**src/rtl/bup_pkg.sv**
```systemverilog
package bup_pkg;

    typedef enum logic [2:0] {
        ST_IDLE,
        ST_RST_LO,
        ST_RST_GAP,
        ST_LOCK_WAIT,
        ST_XFER,
        ST_XFER_GAP,
        ST_UNMUTE,
        ST_LIVE
    } seq_state_t;

    typedef struct packed {
        logic dev_rst_n;
        logic mute;
        logic req;
        logic ready;
    } seq_out_t;

    // Bits needed to hold values 0..maxv
    function automatic int unsigned cnt_w(int unsigned maxv);
        return (maxv < 2) ? 1 : $clog2(maxv + 1);
    endfunction

    // Moore output decode of the sequencer state
    function automatic seq_out_t decode(seq_state_t s, logic mute_en);
        seq_out_t o;
        o.dev_rst_n = (s != ST_RST_LO);
        o.req       = (s == ST_XFER);
        o.ready     = (s == ST_LIVE);
        o.mute      = mute_en && !((s == ST_UNMUTE) || (s == ST_LIVE));
        return o;
    endfunction

endpackage

```
**src/rtl/bup_timer.sv**
```systemverilog
module bup_timer #(
    parameter int unsigned W = 8
) (
    input  logic         clk,
    input  logic         rst,
    input  logic         load,
    input  logic [W-1:0] load_val,
    output logic         done
);
    logic [W-1:0] cnt;

    always_ff @(posedge clk) begin
        if (rst) begin
            cnt <= '0;
        end else if (load) begin
            cnt <= load_val;
        end else if (cnt != '0) begin
            cnt <= cnt - 1'b1;
        end
    end

    assign done = (cnt == '0);

    // once expired the timer holds at zero until reloaded
    a_r2_timer_holds_zero: assert property (@(posedge clk) disable iff (rst)
        (!load && cnt == '0) |=> (cnt == '0));

endmodule

```
**src/rtl/bup_count.sv**
```systemverilog
module bup_count #(
    parameter int unsigned MAXV = 3,
    localparam int unsigned W   = bup_pkg::cnt_w(MAXV)
) (
    input  logic         clk,
    input  logic         rst,
    input  logic         clr,
    input  logic         inc,
    output logic [W-1:0] value
);
    always_ff @(posedge clk) begin
        if (rst || clr) begin
            value <= '0;
        end else if (inc) begin
            value <= value + 1'b1;
        end
    end

    // the pulse and transfer tallies never pass their limit
    a_r5_count_bound: assert property (@(posedge clk) disable iff (rst)
        value <= W'(MAXV));

endmodule

```
**src/rtl/bup_lock_filter.sv**
```systemverilog
module bup_lock_filter #(
    parameter int unsigned HOLD = 16,
    localparam int unsigned W   = bup_pkg::cnt_w(HOLD)
) (
    input  logic clk,
    input  logic rst,
    input  logic lock_in,
    output logic stable
);
    logic [W-1:0] run;

    always_ff @(posedge clk) begin
        if (rst || !lock_in) begin
            run <= '0;
        end else if (run != W'(HOLD)) begin
            run <= run + 1'b1;
        end
    end

    assign stable = (run == W'(HOLD));

    // a low lock input always clears the stable indication next cycle
    a_r4_lock_drop_clears: assert property (@(posedge clk) disable iff (rst)
        !lock_in |=> !stable);

endmodule

```
**src/rtl/audio_bringup_seq.sv**
```systemverilog
module audio_bringup_seq #(
    parameter int unsigned PULSE_CYC  = 100000,
    parameter int unsigned GAP_CYC    = 100000,
    parameter int unsigned NUM_PULSES = 3,
    parameter int unsigned NUM_SENDS  = 2,
    parameter int unsigned LOCK_CYC   = 20000,
    parameter bit          MUTE_EN    = 1'b1
) (
    input  logic clk,
    input  logic rst,
    input  logic mclk_ok,
    input  logic src_lock,
    input  logic rate_chg,
    input  logic cfg_done,
    output logic cfg_req,
    output logic dev_rst_n,
    output logic mute_out,
    output logic ready
);
    import bup_pkg::*;

    localparam int unsigned TMAX = (PULSE_CYC > GAP_CYC) ? PULSE_CYC : GAP_CYC;
    localparam int unsigned TW   = cnt_w(TMAX);
    localparam int unsigned PW   = cnt_w(NUM_PULSES);
    localparam int unsigned XW   = cnt_w(NUM_SENDS);

    seq_state_t st, nxt;
    seq_out_t   outs;

    logic          tmr_load, tmr_done;
    logic [TW-1:0] tmr_val;
    logic          pc_clr, pc_inc, xc_clr, xc_inc;
    logic [PW-1:0] pcnt;
    logic [XW-1:0] xcnt;
    logic          lock_ok;

    bup_timer #(.W(TW)) u_timer (
        .clk(clk), .rst(rst), .load(tmr_load), .load_val(tmr_val), .done(tmr_done)
    );

    bup_count #(.MAXV(NUM_PULSES)) u_pulses (
        .clk(clk), .rst(rst), .clr(pc_clr), .inc(pc_inc), .value(pcnt)
    );

    bup_count #(.MAXV(NUM_SENDS)) u_sends (
        .clk(clk), .rst(rst), .clr(xc_clr), .inc(xc_inc), .value(xcnt)
    );

    bup_lock_filter #(.HOLD(LOCK_CYC)) u_lock (
        .clk(clk), .rst(rst), .lock_in(src_lock), .stable(lock_ok)
    );

    always_comb begin
        nxt      = st;
        tmr_load = 1'b0;
        tmr_val  = '0;
        pc_clr   = 1'b0;
        pc_inc   = 1'b0;
        xc_clr   = 1'b0;
        xc_inc   = 1'b0;
        if (!mclk_ok) begin
            nxt = ST_IDLE;
        end else begin
            unique case (st)
                ST_IDLE: begin
                    nxt      = ST_RST_LO;
                    tmr_load = 1'b1;
                    tmr_val  = TW'(PULSE_CYC - 1);
                    pc_clr   = 1'b1;
                end
                ST_RST_LO: begin
                    if (tmr_done) begin
                        pc_inc = 1'b1;
                        if (pcnt == PW'(NUM_PULSES - 1)) begin
                            nxt    = ST_LOCK_WAIT;
                            xc_clr = 1'b1;
                        end else begin
                            nxt      = ST_RST_GAP;
                            tmr_load = 1'b1;
                            tmr_val  = TW'(GAP_CYC - 1);
                        end
                    end
                end
                ST_RST_GAP: begin
                    if (tmr_done) begin
                        nxt      = ST_RST_LO;
                        tmr_load = 1'b1;
                        tmr_val  = TW'(PULSE_CYC - 1);
                    end
                end
                ST_LOCK_WAIT: begin
                    if (lock_ok) nxt = ST_XFER;
                end
                ST_XFER: begin
                    if (cfg_done) begin
                        xc_inc = 1'b1;
                        nxt    = (xcnt == XW'(NUM_SENDS - 1)) ? ST_UNMUTE : ST_XFER_GAP;
                    end
                end
                ST_XFER_GAP: nxt = ST_XFER;
                ST_UNMUTE:   nxt = ST_LIVE;
                ST_LIVE: begin
                    if (rate_chg) begin
                        nxt    = ST_LOCK_WAIT;
                        xc_clr = 1'b1;
                    end
                end
                default: nxt = ST_IDLE;
            endcase
        end
    end

    always_ff @(posedge clk) begin
        if (rst) st <= ST_IDLE;
        else     st <= nxt;
    end

    assign outs      = decode(st, MUTE_EN);
    assign dev_rst_n = outs.dev_rst_n;
    assign mute_out  = outs.mute;
    assign cfg_req   = outs.req;
    assign ready     = outs.ready;

    // a reset pulse only begins after the clock was seen present
    a_r1_no_pulse_without_clock: assert property (@(posedge clk) disable iff (rst)
        $fell(dev_rst_n) |-> $past(mclk_ok));

    // clock loss forces the idle outputs on the next cycle
    a_r9_clock_loss_idle: assert property (@(posedge clk) disable iff (rst)
        !mclk_ok |=> (dev_rst_n && !cfg_req && !ready));

    // every transfer request happens under mute when muting is enabled
    a_r6_req_under_mute: assert property (@(posedge clk) disable iff (rst)
        (MUTE_EN && cfg_req) |-> mute_out);

    // ready never coexists with mute, and mute was already low before ready rose
    a_r7_ready_unmuted: assert property (@(posedge clk) disable iff (rst)
        ready |-> !mute_out);
    a_r7_ready_after_release: assert property (@(posedge clk) disable iff (rst)
        $rose(ready) |-> $past(!mute_out));

    // an acknowledged request drops on the following cycle
    a_r5_req_drops_after_done: assert property (@(posedge clk) disable iff (rst)
        (cfg_req && cfg_done) |=> !cfg_req);

    // mute stays low when muting is disabled
    a_r10_mute_disabled: assert property (@(posedge clk) disable iff (rst)
        !MUTE_EN |-> !mute_out);

endmodule

```
**config.mk**
```make
export PLATFORM = sky130hd
export DESIGN_NAME = audio_bringup_seq
export DESIGN_NICKNAME = d
export VERILOG_FILES = /design/src/rtl/bup_pkg.sv /design/src/rtl/bup_timer.sv /design/src/rtl/bup_count.sv /design/src/rtl/bup_lock_filter.sv /design/src/rtl/audio_bringup_seq.sv
export SDC_FILE = /design/constraint.sdc
export NUM_CORES = 1
export LEC_CHECK = 0
export ABC_AREA = 1
export CAP_MARGIN = 10
export CORE_ASPECT_RATIO = 2
export CORE_MARGIN = 3
export CORE_UTILIZATION = 50
export DETAILED_ROUTE_END_ITERATION = 10
export PLACE_DENSITY = 0.75
export REMOVE_ABC_BUFFERS = 1
export SLEW_MARGIN = 10
export SYNTH_ARGS = -nofsm -noshare
export SYNTH_HDL_FRONTEND = slang
export SYNTH_HIERARCHICAL = 1
export SYNTH_SLANG_ARGS = --single-unit
```
**constraint.sdc**
```tcl
create_clock -name clk -period 3.92 [get_ports clk]
set_clock_uncertainty 0.15 [all_clocks]
set_input_delay 0.784 -clock clk [delete_from_list [all_inputs] [get_ports clk]]
set_output_delay 0.784 -clock clk [all_outputs]
set_load 0.01 [all_outputs]
```
==> results of run 1 <==
## registers in the layout, indices dropped and copies added, names as in the netlist
name	count
u_timer/cnt	17
u_lock/run	15
st	3
u_pulses/value	2
u_sends/value	2
## logic make-up (layout without fill, tap and decap cells)
logic type,count (synthesis),count (layout),synth area share
simple gates,272,272,0.490
buf+inv,59,69,0.0963
flops,39,39,0.299
compound gates,37,37,0.0747
xor+xnor,5,5,0.0168
fa+ha+maj,3,3,0.0144
mux,2,2,0.00766
other cells,1,7,0.00144
## metal layers
layer	part of all wire	global-route usage	vias to the layer above	wire, um
li1	-	-	1332	-
met1	0.37	0.186	1103	2040
met2	0.56	0.390	40	3100
met3	0.029	0.0323	16	162
met4	0.039	0.118	0	213
met5	0	0	-	0
## path summary, 6_finish.rpt
path                                      from             end  slack, ns
worst max-delay path            u_timer/cnt[0]  u_timer/cnt[0]       1.08
worst min-delay path             u_lock/run[6]   u_lock/run[6]       0.35
worst max register to register  u_timer/cnt[0]  u_timer/cnt[0]       1.08
worst min register to register   u_lock/run[6]   u_lock/run[6]       0.35
## metrics by stage
step	utilization	hold WS, ns	power, mW	instance area [um2]
detailed placement	0.555	0.331	1.25	2750
floorplan	-	0.306	1.11	2570
CTS	0.579	0.350	1.60	2870
finish	0.579	0.348	1.58	2870
global route	0.579	0.383	1.73	2870
global placement	0.555	0.318	1.23	2750
## power by group through the flow
stage,clock network [mW],registers (mW),logic [mW]
after floorplan,0,0.521,0.585
after global placement,0,0.544,0.691
after detailed placement,0,0.545,0.705
after CTS,0.354,0.536,0.709
after global routing,0.372,0.547,0.811
final,0.344,0.536,0.702
## area by class of cell
| cell class | count | area, um2 |
|---|---|---|
| fill | 510 | 2090 |
| multi-input combinational | 326 | 1610 |
| tap | 57 | 71.3 |
| clock inverter | 2 | 35.0 |
| timing repair buffer | 11 | 105 |
| inverter | 50 | 188 |
| sequential | 39 | 781 |
| clock buffer | 6 | 82.6 |
## worst max-delay path, cell delays in order, from the launching register on
cell     delay (ns)
dfxtp_1        0.32
inv_1          0.09
ha_1           0.24
nand2_4        0.10
nor2_8         0.19
nand4_4        0.10
nor2_2         0.11
inv_1          0.09
a21oi_1        0.15
a21oi_1        0.06
nor2_2         0.07
buf_4          0.30
inv_1          0.29
nand4_4        0.28
nand2_1        0.07
a21oi_1        0.14
## Yosys cell counts
library cell | n | share of area
nand3_2 | 2 | 0.0077
mux2i_1 | 2 | 0.0077
buf_4 | 1 | 0.0029
inv_2 | 4 | 0.0057
nor2_2 | 9 | 0.022
nand4_1 | 4 | 0.0096
nand2_4 | 2 | 0.0086
conb_1 | 1 | 0.0014
and2_1 | 1 | 0.0024
nand4_4 | 2 | 0.016
nor2_1 | 76 | 0.11
nand2_1 | 121 | 0.17
o21ai_2 | 1 | 0.0034
a31oi_1 | 2 | 0.0048
nor3_1 | 6 | 0.011
nand3b_1 | 2 | 0.0057
a21oi_1 | 20 | 0.038
nor2_8 | 2 | 0.015
a21oi_2 | 1 | 0.0034
inv_1 | 46 | 0.066
nor2_4 | 7 | 0.030
nand3_1 | 32 | 0.061
clkbuf_1 | 1 | 0.0014
nor4_1 | 1 | 0.0024
xor2_1 | 5 | 0.017
ha_1 | 3 | 0.014
dfxtp_1 | 39 | 0.30
o21ai_1 | 3 | 0.0057
o21ai_0 | 10 | 0.019
buf_1 | 1 | 0.0014
nand2_2 | 4 | 0.0096
nand4_2 | 1 | 0.0048
buf_2 | 3 | 0.0057
buf_6 | 3 | 0.013
==> results.json, run 1 <==
{
  "outcome": "completed",
  "start_kind": "register",
  "track_usage": 0.200,
  "drt_iter0_markers": 71,
  "grt_pass1_wl_um": 9890,
  "grt_setup_unrepaired": "false",
  "drc_errors": 0,
  "cts.sinks": 39,
  "die_w_um": 57.1,
  "clockBufferDepth": 2,
  "required_ns": 4.00,
  "routed_wl_um": 5510,
  "clkPwrFrac": 0.218,
  "die_h_um": 108,
  "switching_power_uw": 666,
  "dp_slack_ns": 1.10,
  "layout.cells.most_common": "nand2_1",
  "start_util": 0.527,
  "dpl.hpwl_um": 4280,
  "maxCapViolCount": 0,
  "ant_nets": 0,
  "setup_violations": 0,
  "cts.clk_slew.worst_paths_ns": 0.08,
  "io-pin-count": 10,
  "via_count": 2491,
  "detail_route.wl_per_cell_um": 11.2,
  "hp-class": "reg -> reg",
  "ys_types": 34,
  "postCtsSetupRepairBufs": 0,
  "path_max_fanout": 34,
  "n_antenna_cell": 0,
  "clock.fmax_mhz": 353,
  "cts-resized-gates": 0,
  "comb_power_share": 0.444,
  "final_nets": 442,
  "timing.final.crit_share": 0.724,
  "power_leakage_nw": 1.31,
  "avgViaCountPerCell": 5.07,
  "slew_headroom": 0.412,
  "final_cell_mix": "121 x nand2_1, 75 x nor2_1, 46 x inv_1",
  "grt_max_degree": 35,
  "gp_congestion": 0.906,
  "htreeDepth": 2,
  "yosysWarnings": 6,
  "yosysSeqAreaShare": 0.299,
  "area_delta_synth_final_pct": 9.77,
  "syn_area_per_cell_um2": 6.25,
  "vdd_ir_drop_max_v": 0.000423,
  "synth_seq_cells": 39,
  "dpl.cell_count": 483,
  "netlist_area_um2": 2610,
  "rows": 36,
  "intPower_uw": 915,
  "arrival_ns": 2.91,
  "globalRoute.totalOverflow": 0,
  "numCtsBuffers": 5,
  "setup-tns-final_ns": 0,
  "coreArea_um2": 4950,
  "hold_buffers": 0,
  "slew_violations": 0,
  "clock_latency_ns": 0.29,
  "synth_cells": 418,
  "hold_violations": 0,
  "clockRootBuffer": "clkbuf_8",
  "period_needed_ns": 2.84,
  "p_per_area_nw_per_um2": 551,
  "reg2reg_depth": 15,
  "tightest_slew_ns": 0.879,
  "pwr-share-seq": 0.339,
  "antenna_found_initial": 0,
  "crit_type": "reg -> reg",
  "first_pass_iters": 5,
  "drive_above_1_share": 0.106,
  "cts_tree": "done",
  "worstHoldPathCells": 1,
  "p_sw_frac": 0.421,
  "timing.final.ws_setup_ns": 1.08,
  "numPortBuffers": 9,
  "endpoint_kind": "register",
  "final_cells": 491,
  "dieArea_um2": 6180,
  "grt_pass1_vias": 2425
}
No activity file was read; power rests on OpenSTA's default activity.
==> run 2: changes to the inputs <==
PLACE_DENSITY = 0.78   (was 0.75)
clock period = 2.6 ns   (was 3.92 ns; I/O delays follow)
==> results.json, run 2 (synthesis results as in run 1) <==
{
  "grt_use_met3": 0.0263,
  "setup-tns-final_ns": 0,
  "io-pin-count": 10,
  "timing.final.crit_share": 0.943,
  "dpl.hpwl_um": 4370,
  "clockBufferDepth": 2,
  "arrival_ns": 1.78,
  "numCtsBuffers": 5,
  "first_pass_iters": 4,
  "post-route-util": 0.591,
  "p_per_area_nw_per_um2": 807,
  "final_cell_mix": "121 x nand2_1, 74 x nor2_1, 45 x inv_1",
  "drt_iter0_markers": 51,
  "detail_route.wl_per_cell_um": 11.8,
  "reg_top3": "u_timer/cnt: 17 flops, u_lock/run: 15 flops, st: 3 flops",
  "cts.sinks": 39,
  "clockRootBuffer": "clkbuf_8",
  "numPortBuffers": 9,
  "via_count": 2539,
  "period_needed_ns": 2.45,
  "clock_latency_ns": 0.29,
  "hold_violations": 0,
  "drc_errors": 0,
  "grt_pass1_vias": 2504,
  "globalRoute.totalOverflow": 0,
  "hold_buffers": 0,
  "endpoint_kind": "output port",
  "dpl.cell_count": 486,
  "antenna_found_initial": 0,
  "final_nets": 449,
  "cts.clk_slew.worst_paths_ns": 0.07,
  "slew_violations": 0,
  "hp-class": "reg -> reg",
  "vdd_ir_drop_max_v": 0.000514,
  "start_kind": "register",
  "use_met2": 0.410,
  "maxCapViolCount": 0,
  "power_leakage_nw": 1.35,
  "dieArea_um2": 6180,
  "grt_busiest_layer": "met2",
  "coreArea_um2": 4950,
  "hold_ws_ns": 0.344,
  "path_max_fanout": 8,
  "clock.fmax_mhz": 408,
  "required_ns": 1.93,
  "routed_wl_um": 5870,
  "crit_type": "reg -> out",
  "track_usage": 0.201,
  "outcome": "completed",
  "die_h_um": 108,
  "gp_congestion": 0.913,
  "grt_pass1_wl_um": 10100,
  "grt_setup_unrepaired": "false",
  "p_total_mw": 2.36,
  "htreeDepth": 2,
  "area_delta_synth_final_pct": 12.0,
  "drive_above_1_share": 0.127,
  "grt_max_degree": 34,
  "setup_violations": 0,
  "final_cells": 498,
  "n_antenna_cell": 0,
  "rows": 36,
  "largest_reg_flops": 17,
  "die_w_um": 57.1,
  "cts_tree": "done",
  "ant_nets": 0,
  "layout.cells.most_common": "nand2_1",
  "start_util": 0.527,
  "regMostFlops": "u_timer/cnt",
  "avgViaCountPerCell": 5.10,
  "grt_util_met1": 0.184
}
[run 2: path summary, 6_finish.rpt]
path / start / end / slack [ns] / depth (start not counted)
min reg2reg: u_lock/run[6] / u_lock/run[6] / 0.34 / 1
max: st[0] / ready / 0.15 / 3
min: u_lock/run[6] / u_lock/run[6] / 0.34 / 1
max reg2reg: u_timer/cnt[0] / u_timer/cnt[10] / 0.21 / 15
[run 2: layout make-up]
type	instances	area (um2)
fill	496	2030
multi-input combinational	326	1620
sequential	39	781
timing repair buffer	18	188
inverter	50	188
tap	57	71.3
clock buffer	5	68.8
clock inverter	3	15.0
[run 2: repair_timing]
item	in CTS	in global routing
resized for setup	0	7
endpoints found under the setup margin	0	13
setup buffers	0	3
[run 2: through the flow]
stage	cell area, um2	setup slack [ns]
after floorplan	2570	-0.982
after global placement	2770	0.247
after detailed placement	2770	0.137
after CTS	2860	0.108
after global routing	2930	0.0211
final	2930	0.148
[run 2: report_power, final]
part | switching (mW) | internal (mW)
registers | 0.113 | 0.691
clock network | 0.213 | 0.184
logic | 0.724 | 0.437
total | 1.05 | 1.31
[run 2: routing by layer]
| layer | up-vias | wire, um |
|---|---|---|
| li1 | 1341 | - |
| met5 | - | 0 |
| met1 | 1137 | 2160 |
| met4 | 0 | 178 |
| met2 | 44 | 3400 |
| met3 | 17 | 134 |
[run 2: critical path, stage by stage (launching register included)]
cell and delay (ns):
dfxtp_1 0.53, nand2_1 0.14, nor2_1 0.24, clkdlybuf4s50_1 0.59
